<file path="src/rtl/bitframe_pkg.sv">
package bitframe_pkg;
   // default byte width of the FIFO side
   localparam int unsigned BF_DEF_DATA_W = 8;

   // control register holds two position fields, each followed by a reserved bit
   function automatic int unsigned bf_reg_width(input int unsigned pos_w);
      return 2 * pos_w + 2;
   endfunction
endpackage

</file>
<file path="src/rtl/bitframe_cfg.sv">
module bitframe_cfg #(
   parameter int unsigned POS_W = 3,
   parameter int unsigned ADDR_W = 4,
   parameter logic [ADDR_W-1:0] CFG_ADDR = 'hF,
   parameter int unsigned REG_W = 2 * POS_W + 2
) (
   input  logic              clk,
   input  logic              rst_n,
   input  logic              reg_we,
   input  logic [ADDR_W-1:0] reg_addr,
   input  logic [REG_W-1:0]  reg_wdata,
   output logic [REG_W-1:0]  reg_rdata,
   input  logic              rx_busy,
   input  logic              rx_done,
   input  logic              tx_busy,
   input  logic              tx_done,
   output logic [POS_W-1:0]  rx_offset,
   output logic [POS_W-1:0]  tx_lastlen
);
   localparam int unsigned TX_LO = 0;
   localparam int unsigned RX_LO = POS_W + 1;

   generate
      if (REG_W != 2 * POS_W + 2) begin : g_bad_reg_w
         $error("bitframe_cfg: REG_W must equal 2*POS_W+2");
      end
   endgenerate

   logic             sel;
   logic             wr;
   logic [POS_W-1:0] rx_f_q;
   logic [POS_W-1:0] tx_f_q;
   logic             rx_dirty_q;
   logic             tx_dirty_q;

   assign sel = (reg_addr == CFG_ADDR);
   assign wr  = reg_we && sel;

   always_ff @(posedge clk or negedge rst_n) begin
      if (!rst_n) begin
         rx_f_q     <= '0;
         tx_f_q     <= '0;
         rx_dirty_q <= 1'b0;
         tx_dirty_q <= 1'b0;
      end else begin
         if (wr) begin
            rx_f_q <= reg_wdata[RX_LO +: POS_W];
            tx_f_q <= reg_wdata[TX_LO +: POS_W];
         end else begin
            if (rx_done && !rx_dirty_q) rx_f_q <= '0;
            if (tx_done && !tx_dirty_q) tx_f_q <= '0;
         end
         if (wr && rx_busy)  rx_dirty_q <= 1'b1;
         else if (rx_done)   rx_dirty_q <= 1'b0;
         if (wr && tx_busy)  tx_dirty_q <= 1'b1;
         else if (tx_done)   tx_dirty_q <= 1'b0;
      end
   end

   always_comb begin
      reg_rdata = '0;
      if (sel) begin
         reg_rdata[RX_LO +: POS_W] = rx_f_q;
         reg_rdata[TX_LO +: POS_W] = tx_f_q;
      end
   end

   assign rx_offset  = rx_f_q;
   assign tx_lastlen = tx_f_q;


   rx_clear_chk: assert property (@(posedge clk) disable iff (!rst_n)
      (rx_done && !wr && !rx_dirty_q) |=> (rx_offset == '0));

   tx_clear_chk: assert property (@(posedge clk) disable iff (!rst_n)
      (tx_done && !wr && !tx_dirty_q) |=> (tx_lastlen == '0));
endmodule

</file>
<file path="src/rtl/bitframe_rx.sv">
module bitframe_rx #(
   parameter int unsigned DATA_W = 8,
   parameter int unsigned POS_W = 3
) (
   input  logic              clk,
   input  logic              rst_n,
   input  logic              rx_start,
   input  logic              rx_end,
   input  logic              rx_bit_vld,
   input  logic              rx_bit,
   input  logic [POS_W-1:0]  offset_cfg,
   output logic              rx_push,
   output logic [DATA_W-1:0] rx_byte,
   output logic              rx_last,
   output logic              rx_done,
   output logic [POS_W:0]    rx_done_bits,
   output logic              busy
);
   localparam logic [POS_W-1:0] POS_TOP  = POS_W'(DATA_W - 1);
   localparam logic [POS_W:0]   LEN_FULL = (POS_W + 1)'(DATA_W);

   logic              busy_q;
   logic [POS_W-1:0]  pos_q;
   logic [DATA_W-1:0] acc_q;
   logic              cur_any_q;
   logic              any_q;
   logic [DATA_W-1:0] merged;

   assign merged = acc_q | (DATA_W'(rx_bit) << pos_q);

   always_ff @(posedge clk or negedge rst_n) begin
      if (!rst_n) begin
         busy_q       <= 1'b0;
         pos_q        <= '0;
         acc_q        <= '0;
         cur_any_q    <= 1'b0;
         any_q        <= 1'b0;
         rx_push      <= 1'b0;
         rx_byte      <= '0;
         rx_last      <= 1'b0;
         rx_done      <= 1'b0;
         rx_done_bits <= '0;
      end else begin
         rx_push <= 1'b0;
         rx_last <= 1'b0;
         rx_done <= 1'b0;
         if (rx_start) begin
            busy_q    <= 1'b1;
            pos_q     <= offset_cfg;
            acc_q     <= '0;
            cur_any_q <= 1'b0;
            any_q     <= 1'b0;
         end else if (busy_q) begin
            if (rx_end) begin
               busy_q       <= 1'b0;
               rx_done      <= 1'b1;
               rx_done_bits <= cur_any_q ? {1'b0, pos_q} : (any_q ? LEN_FULL : '0);
               if (cur_any_q) begin
                  rx_push <= 1'b1;
                  rx_last <= 1'b1;
                  rx_byte <= acc_q;
               end
            end else if (rx_bit_vld) begin
               any_q <= 1'b1;
               if (pos_q == POS_TOP) begin
                  rx_push   <= 1'b1;
                  rx_byte   <= merged;
                  acc_q     <= '0;
                  cur_any_q <= 1'b0;
                  pos_q     <= '0;
               end else begin
                  acc_q     <= merged;
                  cur_any_q <= 1'b1;
                  pos_q     <= pos_q + 1'b1;
               end
            end
         end
      end
   end

   assign busy = busy_q;


   rx_last_done_chk: assert property (@(posedge clk) disable iff (!rst_n)
      rx_last |-> rx_done);

   rx_count_range_chk: assert property (@(posedge clk) disable iff (!rst_n)
      rx_done |-> (rx_done_bits <= LEN_FULL));

   rx_partial_count_chk: assert property (@(posedge clk) disable iff (!rst_n)
      rx_last |-> (rx_done_bits != '0 && rx_done_bits != LEN_FULL));
endmodule

</file>
<file path="src/rtl/bitframe_tx.sv">
module bitframe_tx #(
   parameter int unsigned DATA_W = 8,
   parameter int unsigned POS_W = 3
) (
   input  logic              clk,
   input  logic              rst_n,
   input  logic              tx_start,
   input  logic [POS_W-1:0]  lastlen_cfg,
   input  logic              tx_ready,
   input  logic              tx_avail,
   input  logic              tx_head_last,
   input  logic [DATA_W-1:0] tx_byte,
   output logic              tx_bit_vld,
   output logic              tx_bit,
   output logic              tx_pop,
   output logic              tx_done,
   output logic              busy
);
   localparam logic [POS_W:0] LEN_FULL = (POS_W + 1)'(DATA_W);

   logic              busy_q;
   logic [DATA_W-1:0] sh_q;
   logic [POS_W-1:0]  rem_q;
   logic [POS_W-1:0]  len_q;
   logic              fin_q;
   logic              done_q;
   logic              need;
   logic              fire;
   logic              ending;
   logic [POS_W:0]    first_len;
   logic [POS_W:0]    len_m1;

   always_comb begin
      need      = busy_q && (rem_q == '0);
      first_len = (tx_head_last && len_q != '0) ? {1'b0, len_q} : LEN_FULL;
      len_m1    = first_len - 1'b1;
      fire      = busy_q && tx_ready && (!need || tx_avail);
      if (need) ending = fire && tx_head_last && (len_m1 == '0);
      else      ending = fire && fin_q && (rem_q == POS_W'(1));
   end

   assign tx_bit_vld = fire;
   assign tx_pop     = fire && need;
   assign tx_bit     = need ? tx_byte[0] : sh_q[0];

   always_ff @(posedge clk or negedge rst_n) begin
      if (!rst_n) begin
         busy_q <= 1'b0;
         sh_q   <= '0;
         rem_q  <= '0;
         len_q  <= '0;
         fin_q  <= 1'b0;
         done_q <= 1'b0;
      end else begin
         done_q <= ending;
         if (tx_start) begin
            busy_q <= 1'b1;
            len_q  <= lastlen_cfg;
            rem_q  <= '0;
            fin_q  <= 1'b0;
         end else if (fire) begin
            if (need) begin
               sh_q  <= tx_byte >> 1;
               rem_q <= len_m1[POS_W-1:0];
               fin_q <= tx_head_last;
            end else begin
               sh_q  <= sh_q >> 1;
               rem_q <= rem_q - 1'b1;
            end
            if (ending) busy_q <= 1'b0;
         end
      end
   end

   assign tx_done = done_q;
   assign busy    = busy_q;


   tx_pop_avail_chk: assert property (@(posedge clk) disable iff (!rst_n)
      tx_pop |-> (tx_avail && tx_bit_vld));

   tx_strobe_chk: assert property (@(posedge clk) disable iff (!rst_n)
      tx_bit_vld |-> tx_ready);

   tx_done_quiet_chk: assert property (@(posedge clk) disable iff (!rst_n)
      tx_done |-> !tx_bit_vld);
endmodule

</file>
<file path="src/rtl/bitframe_serdes.sv">
module bitframe_serdes #(
   parameter int unsigned DATA_W = bitframe_pkg::BF_DEF_DATA_W,
   parameter int unsigned ADDR_W = 4,
   parameter logic [ADDR_W-1:0] CFG_ADDR = 'hF,
   localparam int unsigned POS_W = $clog2(DATA_W),
   localparam int unsigned REG_W = bitframe_pkg::bf_reg_width(POS_W)
) (
   input  logic              clk,
   input  logic              rst_n,
   input  logic              reg_we,
   input  logic [ADDR_W-1:0] reg_addr,
   input  logic [REG_W-1:0]  reg_wdata,
   output logic [REG_W-1:0]  reg_rdata,
   input  logic              rx_start,
   input  logic              rx_end,
   input  logic              rx_bit_vld,
   input  logic              rx_bit,
   output logic              rx_push,
   output logic [DATA_W-1:0] rx_byte,
   output logic              rx_last,
   output logic              rx_done,
   output logic [POS_W:0]    rx_done_bits,
   input  logic              tx_start,
   input  logic              tx_ready,
   output logic              tx_bit_vld,
   output logic              tx_bit,
   output logic              tx_done,
   output logic              tx_pop,
   input  logic              tx_avail,
   input  logic              tx_head_last,
   input  logic [DATA_W-1:0] tx_byte
);
   generate
      if (DATA_W < 2 || (DATA_W & (DATA_W - 1)) != 0) begin : g_bad_data_w
         $error("bitframe_serdes: DATA_W must be a power of two of at least 2");
      end
   endgenerate

   logic [POS_W-1:0] rx_offset;
   logic [POS_W-1:0] tx_lastlen;
   logic             rx_busy;
   logic             tx_busy;

   bitframe_cfg #(
      .POS_W(POS_W), .ADDR_W(ADDR_W), .CFG_ADDR(CFG_ADDR), .REG_W(REG_W)
   ) u_cfg (
      .clk(clk), .rst_n(rst_n),
      .reg_we(reg_we), .reg_addr(reg_addr), .reg_wdata(reg_wdata), .reg_rdata(reg_rdata),
      .rx_busy(rx_busy), .rx_done(rx_done), .tx_busy(tx_busy), .tx_done(tx_done),
      .rx_offset(rx_offset), .tx_lastlen(tx_lastlen)
   );

   bitframe_rx #(.DATA_W(DATA_W), .POS_W(POS_W)) u_rx (
      .clk(clk), .rst_n(rst_n),
      .rx_start(rx_start), .rx_end(rx_end), .rx_bit_vld(rx_bit_vld), .rx_bit(rx_bit),
      .offset_cfg(rx_offset),
      .rx_push(rx_push), .rx_byte(rx_byte), .rx_last(rx_last),
      .rx_done(rx_done), .rx_done_bits(rx_done_bits), .busy(rx_busy)
   );

   bitframe_tx #(.DATA_W(DATA_W), .POS_W(POS_W)) u_tx (
      .clk(clk), .rst_n(rst_n),
      .tx_start(tx_start), .lastlen_cfg(tx_lastlen), .tx_ready(tx_ready),
      .tx_avail(tx_avail), .tx_head_last(tx_head_last), .tx_byte(tx_byte),
      .tx_bit_vld(tx_bit_vld), .tx_bit(tx_bit), .tx_pop(tx_pop),
      .tx_done(tx_done), .busy(tx_busy)
   );


   idle_quiet_chk: assert property (@(posedge clk) disable iff (!rst_n)
      !tx_busy |-> (!tx_bit_vld && !tx_pop));
endmodule

</file>
<file path="config.mk">
export PLATFORM = sky130hd
export DESIGN_NAME = bitframe_serdes
export DESIGN_NICKNAME = d
export VERILOG_FILES = /design/src/rtl/bitframe_pkg.sv /design/src/rtl/bitframe_cfg.sv /design/src/rtl/bitframe_rx.sv /design/src/rtl/bitframe_tx.sv /design/src/rtl/bitframe_serdes.sv
export SDC_FILE = /design/constraint.sdc
export NUM_CORES = 1
export LEC_CHECK = 0
export BUFFER_PORTS_ARGS = -buffer_cell sky130_fd_sc_hd__buf_2
export CORE_UTILIZATION = 54
export DETAILED_ROUTE_END_ITERATION = 10
export PLACE_DENSITY = 0.8
export SLEW_MARGIN = 25
export SYNTH_ARGS = -nofsm -noshare
export SYNTH_HDL_FRONTEND = slang
export SYNTH_SLANG_ARGS = --single-unit
</file>
<file path="constraint.sdc">
create_clock -name clk -period 2.2 [get_ports clk]
set_clock_uncertainty 0.05 [all_clocks]
set_input_delay 0.11 -clock clk [delete_from_list [all_inputs] [get_ports clk]]
set_output_delay 0.11 -clock clk [all_outputs]
set_load 0.03 [all_outputs]
</file>
==> summary.txt <==
Run status = finished, violations left
Failing checks = DRC
Via count of the first global-routing pass = 1776
DRT Pass-1 Iters = 7
#FFs+latches synth = 53
Total negative setup slack = 0 ns
Core area = 4474 µm²
Post-DP HPWL = 3542 µm
Footprint of the multi-input gates = 1131 µm²
Pwr Density = 906.9 nW/µm²
Sequential fraction of the synthesis area = 0.5121
Fin. Hold Viols = 0
Antenna viol nets, final = 0
Register Area = 1326 µm²
Finished Core Util = 0.6759
Fin. max-slew vios = 0
Max clock buf depth = 2
Largest net degree at the start of global routing = 39
Synth Area per Inst = 10.61 µm²
Setup ws final = 0.06618 ns
Cell mode on critical path = ha_1
WL/cell = 13.79 µm
Worst-Margin Slew = 0.5101 ns
Post-synthesis cell type count = 44
CP cell instances = inv_1 -> ha_1 -> ha_1 -> nand2_4 -> mux2_2 -> buf_2
Die Ht = 71.26 µm
CTS tree = built
Critical path startpoint = u_tx.rem_q[0]
Fillers = 343
WS Path Type = reg -> out
Total gr overflow = 0
Most frequent cells in the layout = buf_2, dfrtp_1, nand2_1
Pwr Total = 2.743 mW
Total Routing Usage GR = 0.2116
Max VDD drop = 0.4503 mV
Remaining DRCs = 2
Worst-path maximum fanout = 11
Max cap viols = 0
Clock root buffer = clkbuf_8
Critical path startpoint category = flop
ANT cells = 0
Share of flip-flops with an asynchronous set or reset = 1.000
Synth Flop Type = dfrtp_1
Inserted Clock Buffers = 5
Final Net Count = 337
Leakage = 1.467 nW
Final setup fails = 0
CP max-delay cell = dfrtp_1
Vias = 1904
R2R Path Start = u_tx.rem_q[0]
Synth Cell Area = 2590 µm²
Worst hold path class = in -> reg
IO Count = 58
Area growth syn-to-layout = 16.76%
Worst slack, placed = 0.1193 ns
Crit end category = output pin
Final worst-path cycle share = 0.9699
Global-route wire length before repair = 8307 µm
Die ar. = 5077 µm²
Row Count = 24
Post-synth EDFFs = 0
HP Start = tx_byte[7]
GPL Wtd Cong = 0.8344
PortBufs = 53
Initial Util = 0.5789
H-tree depth = 2
Clock slew seen by the registers of the worst setup and hold paths = 0.10 ns
Synth Warn # = 0
Max frequency = 468.6 MHz
CP required = 2.04 ns
Drt initial violations = 134
TritonCTS Sinks = 53
# Post-CTS Setup Buffers = 0
Post-Route WL = 4854 µm
Skew-Pair Late Insertion Delay = 0.30 ns
Initial antenna violation count = 0
RSZ-0062 raised after global routing = yes
Layout cell share with drive strength beyond 1 = 0.2933
Vias per Instance = 5.409
Horiz. Die Dim = 71.26 µm
Tmin final = 2.134 ns
Slew margin rel. = 0.6592
Post-Synthesis Cells = 244
Crit path arrival time = 1.97 ns
Critical path's largest stage delay = 0.40 ns
worst paths after layout:
| path | cells past startpoint | end | slack (ns) |
|---|---|---|---|
| setup / recovery | 6 | tx_bit | 0.07 |
| hold / removal | 3 | u_tx.sh_q[6] | 0.01 |
| setup reg to reg | 7 | u_tx.rem_q[0] | 0.09 |
| hold reg to reg | 2 | u_rx.rx_done_bits[3] | 0.43 |
| max in group asynchronous | 3 | u_cfg.tx_lastlen[2] | 1.12 |
| min in group asynchronous | 2 | u_rx.acc_q[5] | 0.17 |
timing repair:
item	4_1_cts	5_1_grt
endpoints found under the setup margin	2	1
resized for setup	2	2
hold endpoints to repair	18	0
hold buffers	4	0
synth_stat cells, drive strengths merged, types with 5 or more instances:
master  count  area (µm²)
and2        7       43.79
nand3       8       40.04
nand2      24       90.09
buf         6       41.28
dfrtp      53        1326
nand4       5       31.28
inv        22       82.58
a21oi      10       53.80
a22o        5       43.79
mux2i      13       130.1
o21ai      14       70.07
mux2       16       180.2
ha          7       87.58
nor2b       5       31.28
nor2        8       30.03
clkbuf      7       27.52
state kept, by name, summed over array words and instances (netlist names):
name / flops
u_rx.acc_q: 8
u_rx.rx_byte: 8
u_tx.sh_q: 7
u_rx.rx_done_bits: 4
u_cfg.rx_offset: 3
u_cfg.tx_lastlen: 3
u_rx.pos_q: 3
u_tx.len_q: 3
u_tx.rem_q: 3
u_cfg.rx_dirty_q: 1
u_cfg.tx_dirty_q: 1
u_rx.any_q: 1
u_rx.busy: 1
u_rx.cur_any_q: 1
u_rx.rx_done: 1
u_rx.rx_last: 1
u_rx.rx_push: 1
u_tx.busy: 1
u_tx.fin_q: 1
u_tx.tx_done: 1
cell families (layout without fill, tap and decap cells):
family	Yosys count	after routing	synth area share
flip-flops	53	53	0.5121
XOR/XNOR	1	1	0.003382
adder cells (fa/ha/maj)	7	7	0.03381
other	1	2	0.001448
multiplexers	29	29	0.1198
buffers and inverters	35	90	0.05845
AO/OA/AOI/OAI	46	46	0.1203
AND/OR/NAND/NOR	72	72	0.1507
critical path: cells and delay by family (launching register included):
family	cells	cell delay, ns
fa+ha+maj	2	0.49
buf+inv	2	0.25
flops	1	0.40
mux	1	0.35
simple gates	1	0.18
stage by stage:
| stage | instance area (µm²) | cells | hold slack (ns) |
|---|---|---|---|
| floorplan | 2594 | 245 | -0.2356 |
| global route | 3024 | 352 | 0.02221 |
| finish | 3024 | 352 | 0.009860 |
| CTS | 3014 | 352 | 0.002457 |
| global placement | 2878 | 340 | -0.01489 |
| detailed placement | 2878 | 340 | -0.01023 |
metal layers:
metal / global-route usage / part of all wire
met5: 0 / 0
met4: 0.09333 / 0.019
met3: 0.04360 / 0.043
met2: 0.3058 / 0.44
met1: 0.3096 / 0.50
report_power, final:
part / internal (mW) / total (mW) / leakage [nW] / switching [mW]
clock: 0.224 / 0.543 / 0.0364 / 0.319
sequential: 1.18 / 1.32 / 0.683 / 0.141
combinational: 0.389 / 0.878 / 0.748 / 0.489
total: 1.79 / 2.74 / 1.47 / 0.949
final cells by class:
class,count,area share
clock buffers,5,0.02276
clock inverters,3,0.007447
inverters,22,0.02731
multi-input cells,157,0.3740
flip-flops and latches,53,0.4386
well taps,52,0.02151
repair buffers,60,0.1084
Power figures use the tool's default switching activity.
